[src/rtl/srd_pkg.sv]
package srd_pkg;
  localparam int          BCNT_W      = 12;
  localparam logic [15:0] CAP_UNITS   = 16'h0020;
  localparam logic [15:0] FULL_THRESH = 16'h0100;
  localparam int          CHUNK_BYTES = 512;
endpackage

[src/rtl/srd_cfg_reg.sv]
module srd_cfg_reg #(
  parameter logic [15:0] CAP = srd_pkg::CAP_UNITS
) (
  input  logic        clk_i,
  input  logic        rst_ni,
  input  logic        we_i,
  input  logic [31:0] wdata_i,
  output logic [15:0] limit_o,
  output logic [31:0] rdata_o
);
  logic [15:0] limit_q;

  always_ff @(posedge clk_i or negedge rst_ni) begin
    if (!rst_ni)   limit_q <= CAP;
    else if (we_i) limit_q <= wdata_i[31:16];
  end

  assign limit_o = limit_q;
  assign rdata_o = {limit_q, CAP};
endmodule

[src/rtl/srd_slicer.sv]
module srd_slicer #(
  parameter int BCNT_W = srd_pkg::BCNT_W,
  parameter int CHUNK  = srd_pkg::CHUNK_BYTES,
  localparam int REM_W = BCNT_W + 1
) (
  input  logic [REM_W-1:0]  rem_i,
  input  logic              split_i,
  output logic [REM_W-1:0]  size_o,
  output logic [BCNT_W-1:0] bcnt_o,
  output logic              last_o
);
  generate
    if (CHUNK >= (1 << BCNT_W)) begin : g_no_cap
      // chunk covers the largest count; splitting never shortens a piece
      logic unused_split;
      assign unused_split = split_i;
      assign size_o = rem_i;
    end else begin : g_cap
      localparam logic [REM_W-1:0] CHUNK_V = REM_W'(CHUNK);
      always_comb begin
        size_o = rem_i;
        if (split_i && (rem_i > CHUNK_V)) size_o = CHUNK_V;
      end
    end
  endgenerate

  assign bcnt_o = size_o[BCNT_W-1:0];
  assign last_o = (size_o == rem_i);
endmodule

[src/rtl/srd_seq.sv]
module srd_seq #(
  parameter int          ADDR_W = 32,
  parameter int          BCNT_W = srd_pkg::BCNT_W,
  parameter logic [15:0] THRESH = srd_pkg::FULL_THRESH,
  localparam int REM_W = BCNT_W + 1
) (
  input  logic              clk_i,
  input  logic              rst_ni,
  input  logic [15:0]       limit_i,
  input  logic              req_valid_i,
  output logic              req_ready_o,
  input  logic [ADDR_W-1:0] req_addr_i,
  input  logic [BCNT_W-1:0] req_bcnt_i,
  input  logic [REM_W-1:0]  size_i,
  input  logic              last_i,
  input  logic              sub_ready_i,
  output logic              busy_o,
  output logic              split_o,
  output logic [ADDR_W-1:0] addr_o,
  output logic [REM_W-1:0]  rem_o
);
  localparam logic [REM_W-1:0] MAX_CNT = {1'b1, {BCNT_W{1'b0}}};

  logic              busy_q, split_q;
  logic [ADDR_W-1:0] addr_q;
  logic [REM_W-1:0]  rem_q;
  logic              accept, fire;

  assign accept = req_valid_i && !busy_q;
  assign fire   = busy_q && sub_ready_i;

  always_ff @(posedge clk_i or negedge rst_ni) begin
    if (!rst_ni) begin
      busy_q  <= 1'b0;
      split_q <= 1'b0;
      addr_q  <= '0;
      rem_q   <= '0;
    end else if (accept) begin
      busy_q  <= 1'b1;
      split_q <= (limit_i < THRESH);
      addr_q  <= req_addr_i;
      rem_q   <= (req_bcnt_i == '0) ? MAX_CNT : {1'b0, req_bcnt_i};
    end else if (fire) begin
      addr_q <= addr_q + ADDR_W'(size_i);
      rem_q  <= rem_q - size_i;
      if (last_i) busy_q <= 1'b0;
    end
  end

  assign req_ready_o = !busy_q;
  assign busy_o      = busy_q;
  assign split_o     = split_q;
  assign addr_o      = addr_q;
  assign rem_o       = rem_q;
endmodule

[src/rtl/split_read_decomposer.sv]
module split_read_decomposer #(
  parameter int          ADDR_W = 32,
  parameter int          BCNT_W = srd_pkg::BCNT_W,
  parameter int          CHUNK  = srd_pkg::CHUNK_BYTES,
  parameter logic [15:0] CAP    = srd_pkg::CAP_UNITS,
  parameter logic [15:0] THRESH = srd_pkg::FULL_THRESH
) (
  input  logic              clk_i,
  input  logic              rst_ni,
  input  logic              cfg_we_i,
  input  logic [31:0]       cfg_wdata_i,
  output logic [31:0]       cfg_rdata_o,
  input  logic              req_valid_i,
  output logic              req_ready_o,
  input  logic [ADDR_W-1:0] req_addr_i,
  input  logic [BCNT_W-1:0] req_bcnt_i,
  output logic              sub_valid_o,
  input  logic              sub_ready_i,
  output logic [ADDR_W-1:0] sub_addr_o,
  output logic [BCNT_W-1:0] sub_bcnt_o,
  output logic              sub_last_o
);
  localparam int REM_W = BCNT_W + 1;

  logic [15:0]      limit;
  logic [REM_W-1:0] rem, sub_size;
  logic             split_mode, busy, last;

  srd_cfg_reg #(.CAP(CAP)) u_cfg (
    .clk_i   (clk_i),
    .rst_ni  (rst_ni),
    .we_i    (cfg_we_i),
    .wdata_i (cfg_wdata_i),
    .limit_o (limit),
    .rdata_o (cfg_rdata_o)
  );

  srd_seq #(.ADDR_W(ADDR_W), .BCNT_W(BCNT_W), .THRESH(THRESH)) u_seq (
    .clk_i       (clk_i),
    .rst_ni      (rst_ni),
    .limit_i     (limit),
    .req_valid_i (req_valid_i),
    .req_ready_o (req_ready_o),
    .req_addr_i  (req_addr_i),
    .req_bcnt_i  (req_bcnt_i),
    .size_i      (sub_size),
    .last_i      (last),
    .sub_ready_i (sub_ready_i),
    .busy_o      (busy),
    .split_o     (split_mode),
    .addr_o      (sub_addr_o),
    .rem_o       (rem)
  );

  srd_slicer #(.BCNT_W(BCNT_W), .CHUNK(CHUNK)) u_slice (
    .rem_i   (rem),
    .split_i (split_mode),
    .size_o  (sub_size),
    .bcnt_o  (sub_bcnt_o),
    .last_o  (last)
  );

  assign sub_valid_o = busy;
  assign sub_last_o  = last;
endmodule

[config.mk]
export PLATFORM = sky130hd
export DESIGN_NAME = split_read_decomposer
export DESIGN_NICKNAME = d
export VERILOG_FILES = /design/src/rtl/srd_pkg.sv /design/src/rtl/srd_cfg_reg.sv /design/src/rtl/srd_slicer.sv /design/src/rtl/srd_seq.sv /design/src/rtl/split_read_decomposer.sv
export SDC_FILE = /design/constraint.sdc
export NUM_CORES = 1
export LEC_CHECK = 0
export BUFFER_PORTS_ARGS = -buffer_cell sky130_fd_sc_hd__buf_2
export CAP_MARGIN = 20
export CORE_MARGIN = 2
export CORE_UTILIZATION = 45
export CTS_CLUSTER_SIZE = 24
export DETAILED_ROUTE_END_ITERATION = 8
export HOLD_SLACK_MARGIN = 0.05
export PLACE_DENSITY = 0.81
export SLEW_MARGIN = 20
export SYNTH_ARGS = -nofsm -noshare
export SYNTH_HDL_FRONTEND = slang
export SYNTH_SLANG_ARGS = --single-unit
[constraint.sdc]
create_clock -name clk_i -period 3.1 [get_ports clk_i]
set_input_delay 0.155 -clock clk_i [delete_from_list [all_inputs] [get_ports clk_i]]
set_output_delay 0.155 -clock clk_i [all_outputs]
set_load 0.01 [all_outputs]
# Word level (Yosys, flattened, before mapping)
# Index checks and enable logic that the tools add are counted.
totals:
  reg_bits: 63
  input_bits: 81
  out_inout_bits: 79
  elab_cells: 27
classes:
  add_sub_neg: 2
  order_cmp: 2
  eq_ne: 1
  mux: 9
  reduce_logical: 8
ops:
  columns: ["op", "n"]
  rows:
  - ["32-bit 2-to-1 mux", 2]
  - ["13-bit 2-to-1 mux", 4]
  - ["32-bit by 13-bit adder with 32-bit output", 1]
  - ["16-bit by 9-bit < comparator with 1-bit output, second input constant", 1]
  - ["13-bit == test", 1]
  - ["13-bit by 10-bit > comparator with 1-bit output, second input constant", 1]
  - ["13-bit subtractor", 1]
  - ["12-bit zero test", 1]
  - ["2-bit nonzero test", 2]
  - ["1-bit logical AND", 3]
  - ["1-bit 2-to-1 mux", 3]
  - ["2-bit AND reduction", 1]
  - ["1-bit zero test", 1]

# Logic depth before layout (Yosys ltp)
depth:
  ltp_word: 7
  mapped_depth: 13
  depth_no_buf: 10

# Hierarchy
# From an unflattened synthesis, not the netlist that was laid out.
hier_totals:
  hier_cells: 515
  hier_area_um2: 4703.3
modules_own_cells:
  columns: ["mod", "n_inst", "cells_each", "area_per_inst_um2", "seq_area_each_um2"]
  rows:
  - ["srd_seq", 1, 415, 3573.4, 1176.1]
  - ["srd_cfg_reg", 1, 68, 898.4, 401.6]
  - ["srd_slicer", 1, 32, 231.5, 0.0]

# Worst setup path after synthesis
# Ideal clock, no wire load.
synth_timing:
  path_kind: "reg2reg"
  startpoint: "register u_seq.rem_q[9] (netlist: u_seq.rem_o[9])"
  endpoint: "register u_seq.addr_q[30] (netlist: u_seq.addr_o[30])"
  t_arrival_ns: 3.286
  t_required_ns: 3.030
  setup_slack_ns: -0.256
  path_stages_with_launch: 14
  n_path_buf: 3
  period_less_slack_ns: 3.356
  path_cell_list: "dfrtp_1 > clkbuf_1 > o41ai_1 > clkbuf_1 > and2_1 > ha_1 > fa_1 > a211oi_1 > o211ai_1 > and4b_1 > buf_4 > o21ai_2 > or4_1 > nand3_1"
synth_between:
  elab_chain_len: 6
synth_rtl:
  columns: ["item", "line_no", "rtl"]
  rows:
  - ["from (decl)", "srd_seq.sv:26", "logic [REM_W-1:0] rem_q;"]
  - ["from (signal assigned)", "srd_seq.sv:42", "rem_q <= (req_bcnt_i == '0) ? MAX_CNT : {1'b0, req_bcnt_i};"]
  - ["from (signal assigned)", "srd_seq.sv:45", "rem_q <= rem_q - size_i;"]
  - ["13-bit by 10-bit > comparator with 1-bit output", "srd_slicer.sv:22", "if (split_i && (rem_i > CHUNK_V)) size_o = CHUNK_V;"]
  - ["1-bit logical AND", "srd_slicer.sv:22", null]
  - ["13-bit 2-to-1 mux", "srd_slicer.sv:22", null]
  - ["via sub_bcnt_o[0]", "split_read_decomposer.sv:20", "output logic [BCNT_W-1:0] sub_bcnt_o,"]
  - ["32-bit by 13-bit adder with 32-bit output", "srd_seq.sv:44", "addr_q <= addr_q + ADDR_W'(size_i);"]
  - ["32-bit 2-to-1 mux", "srd_seq.sv:43", "end else if (fire) begin"]
  - ["32-bit 2-to-1 mux", "srd_seq.sv:38", "end else if (accept) begin"]
  - ["to (signal assigned)", "srd_seq.sv:41", "addr_q <= req_addr_i;"]
  - ["to (signal assigned)", "srd_seq.sv:44", null]
  - ["to (decl)", "srd_seq.sv:25", "logic [ADDR_W-1:0] addr_q;"]
# The timed path passes the listed nets, and every way through them passes these cells. The select of a mux whose other input is x is not followed.
# A chain may end at the register's enable or synchronous reset.

# Worst setup path in the final report
layout_timing:
  startpoint: "register u_seq.rem_q[9] (netlist: u_seq.rem_o[9])"
  endpoint: "register u_seq.addr_q[16] (netlist: u_seq.addr_o[16])"
layout_between:
  elab_chain_len: 6
layout_rtl:
  columns: ["item", "line_no"]
  rows:
  - ["13-bit by 10-bit > comparator with 1-bit output", "srd_slicer.sv:22"]
  - ["1-bit logical AND", "srd_slicer.sv:22"]
  - ["13-bit 2-to-1 mux (*)", "srd_slicer.sv:22"]
  - ["32-bit by 13-bit adder with 32-bit output (*)", "srd_seq.sv:44"]
  - ["32-bit 2-to-1 mux (*)", "srd_seq.sv:43"]
  - ["32-bit 2-to-1 mux (*)", "srd_seq.sv:38"]
# Every way passes the cells marked *; elsewhere a longest branch is shown, timed or not. The select of a mux whose other input is x is not followed.

==> flow_metrics.py <==
metrics = {
    "worst_setup_path": {
        "cp-startpoint": "u_seq.rem_o[9]$_DFFE_PN0P_",
        "reg2reg_depth": 11,
        "path_class": "flop to flop",
        "reg2reg_from": "u_seq.rem_o[9]$_DFFE_PN0P_",
        "setup.worst_path.end": "u_seq.addr_o[16]$_DFFE_PN0P_",
        "critPathLaunchType": "flop",
        "r2r_slack_ns": 0.08,
        "critPathCaptureType": "flop",
        "path_max_fanout": 6,
        "timing.rr.end": "u_seq.addr_o[16]$_DFFE_PN0P_",
        "cp_data_required_time_ns": 3.29,
        "cp.arrival_ns": 3.21,
    },
    "timing": {
        "hold_viol": 0,
        "slew_violations": 0,
        "max_freq_mhz": 331,
        "setup_viol": 0,
        "maxSlewHeadroom_pct": 44.8,
        "fin_crit_ns": 3.02,
        "min_period_over_period_pct": 97.4,
        "tightest_slew_ns": 0.828,
        "fin_skew_ns": 0.0143,
    },
    "cts": {
        "clock_latency_ns": 0.35,
        "root_buffer": "clkbuf_8",
        "h-tree-depth": 3,
        "numCtsBuffers": 9,
        "clkTransAtPathRegs_ns": 0.08,
        "tritoncts": "yes",
        "clockBufferDepth": 2,
        "numClockSinks": 63,
    },
    "placement": {
        "dp_hpwl_mm": 9.14,
        "gp_congestion": 0.957,
        "portBuffers": 127,
        "dp.cells": 693,
    },
    "yosys": {
        "ys_types": 68,
        "synth_area_per_cell_um2": 9.07,
        "async_reset_ff_share_pct": 100,
        "yosysWarnings": 0,
        "yosys-top-cells-area": "dfrtp_1, mux2_2, ha_1",
        "synth_cells": 460,
        "yosysTopAreaCell": "dfrtp_1",
        "synth_seq_cells": 63,
        "synthFlopType": "dfrtp_1",
        "netlist_area_um2": 4170,
        "synth-seq-area-share_pct": 37.8,
        "synth-edff-count": 0,
        "synth_top_area_share_pct": 37.2,
    },
    "finish": {
        "area_delta_synth_final_pct": 32.6,
        "drive_gt1_share_pct": 33.0,
        "final_cell_count_no_fill": 741,
        "final_util_pct": 60.7,
        "diodes": 0,
        "nets": 723,
    },
    "floorplan": {
        "ios": 160,
        "chipHeight_um": 100,
        "start_util_pct": 45.8,
        "row_count": 35,
        "die_x_um": 100,
        "design.core.area_um2": 9110,
        "die-area_um2": 10100,
    },
    "grt": {
        "first_global_vias": 4308,
        "grt_max_degree": 45,
        "antenna_found_initial": 0,
        "gr-usage-met3_pct": 6.41,
        "grt_usage_pct": 25.3,
        "grt_busiest_layer": "met2",
        "use_met1_pct": 31.0,
        "grt_overflow": 0,
        "grt_pass1_wl_mm": 20.4,
        "gr-usage-met2_pct": 42.3,
    },
    "power_and_ir_drop": {
        "leakage_nw": 2.56,
        "ir_worst_vdd_mv": 0.240,
        "power_density_nw_per_um2": 711,
    },
    "route": {
        "drc_errors": 0,
        "firstDrtPassIters": 5,
        "wire_per_inst_um": 17.3,
        "antenna_left": 0,
        "vias": 4440,
        "viasPerCell": 5.99,
        "routed_wl_mm": 12.8,
        "drtIter0Drc": 330,
    },
    "flow_run": {
        "max_cap_viol_count": 0,
    },
    "hold_path": {
        "hold_path_class": "input port to flop",
        "worstHoldStart": "req_addr_i[5]",
    },
    "run_status": {
        "run_status": "finished clean",
    },
}
==> layout make-up <==
type	count	area, um^2
Inverter	9	33.8
Clock buffer	13	159
Fill cell	763	3580
Tap cell	111	139
Sequential cell	63	1580
Clock inverter	1	5.00
Multi-Input combinational cell	362	2490
Timing Repair Buffer	182	1120
==> per-stage QoR <==
step | setup TNS [ns] | hold WS, ns | cell area [um^2] | power, mW | worst slack, ns
after floorplan | 0 | -0.141 | 4250 | 2.51 | 0.0257
after global placement | 0 | 0.283 | 4950 | 3.07 | 0.0776
after detailed placement | 0 | 0.300 | 4950 | 3.14 | 0.00453
after CTS | 0 | 0.0519 | 5420 | 3.81 | 0.0345
after global routing | -0.0213 | 0.0495 | 5530 | 4.21 | -0.0130
final | 0 | 0.0582 | 5530 | 3.93 | 0.0801
==> worst max-delay path: stages, from the launching register on <==
cell and delay (ns):
dfrtp_1 0.42, o41ai_4 0.39, buf_6 0.17, and2_4 0.14, ha_2 0.18, fa_2 0.22, a211oi_1 0.09, o211ai_1 0.23
and4b_2 0.39, nor2_1 0.08, o311ai_0 0.34, o311ai_0 0.22
==> logic make-up after synthesis <==
logic type      synth area share, %
other cells                   0.180
compound gates                 24.2
fa+ha+maj                      4.68
buf+inv                        6.27
xor+xnor                       1.68
mux                            5.28
flops                          37.8
simple gates                   19.9
==> Yosys cell counts, types with 5 or more instances <==
library cell  number
a21o_1             6
a21oi_1           19
a221o_1            6
a22oi_1           15
a31oi_1            6
and2_1            10
and3_1             5
buf_2              5
buf_4             18
clkbuf_1          16
dfrtp_1           62
ha_1              14
inv_1              9
mux2_2            16
nand2_1           46
nand2b_1           8
nand3_1           19
nand4_1            7
nor2_1            30
nor3_1             7
nor4_1             6
o211ai_1           9
o21a_1             5
o21ai_0           26
o311ai_0           7
==> placed cells by master (no fill, tap or decap), drive strengths merged, types with 4 or more instances in the layout <==
cell type and n:
a21o 6, a21oi 20, a221o 6, a22o 4, a22oi 15, a31oi 6
and2 10, and3 5, buf 152, clkbuf 13, conb 17, dfrtp 62
dlygate4sd3 30, ha 14, inv 9, mux2 16, mux2i 4, nand2 46
nand2b 8, nand3 19, nand4 8, nor2 31, nor2b 4, nor3 7
nor3b 4, nor4 6, o211ai 9, o21a 5, o21ai 30, o311ai 7
or4 4, xnor2 4, xor2 4
==> routing by layer <==
| layer | wire, um | vias up |
|---|---|---|
| met5 | 0 | - |
| met4 | 318 | 0 |
| met3 | 1190 | 32 |
| met2 | 6200 | 247 |
| met1 | 5080 | 2129 |
| li1 | - | 2032 |
==> worst min path at each step <==
stage | end | cells past startpoint
2_1_floorplan | u_cfg.limit_o[0]$_DFFE_PN0P_ | 0
3_3_place_gp | u_cfg.limit_o[1]$_DFFE_PN0P_ | 1
3_5_place_dp | u_cfg.limit_o[1]$_DFFE_PN0P_ | 1
4_1_cts | u_seq.addr_o[4]$_DFFE_PN0P_ | 3
5_1_grt | u_seq.addr_o[23]$_DFFE_PN0P_ | 2
6_report | u_seq.addr_o[5]$_DFFE_PN0P_ | 3
==> state kept, by name (all words and copies together), names as in the netlist <==
signal	count
u_seq.rem_o	13
u_seq.split_o	1
u_cfg.limit_o	16
u_seq.busy_o	1
u_seq.addr_o	32
==> timing repair <==
| action | CTS | global route |
|---|---|---|
| setup buffers | 0 | 3 |
| cloned | 0 | 1 |
| hold buffers | 30 | 0 |
| pin swaps | 0 | 6 |
| setup endpoints to repair | 2 | 17 |
| resized for setup | 1 | 16 |
| endpoints found under the hold margin | 63 | 0 |
==> power breakdown <==
group | switching [mW] | internal [mW]
clock | 0.313 | 0.325
sequential | 0.280 | 1.04
combinational | 1.08 | 0.891
(Power assumes the default switching activity.)
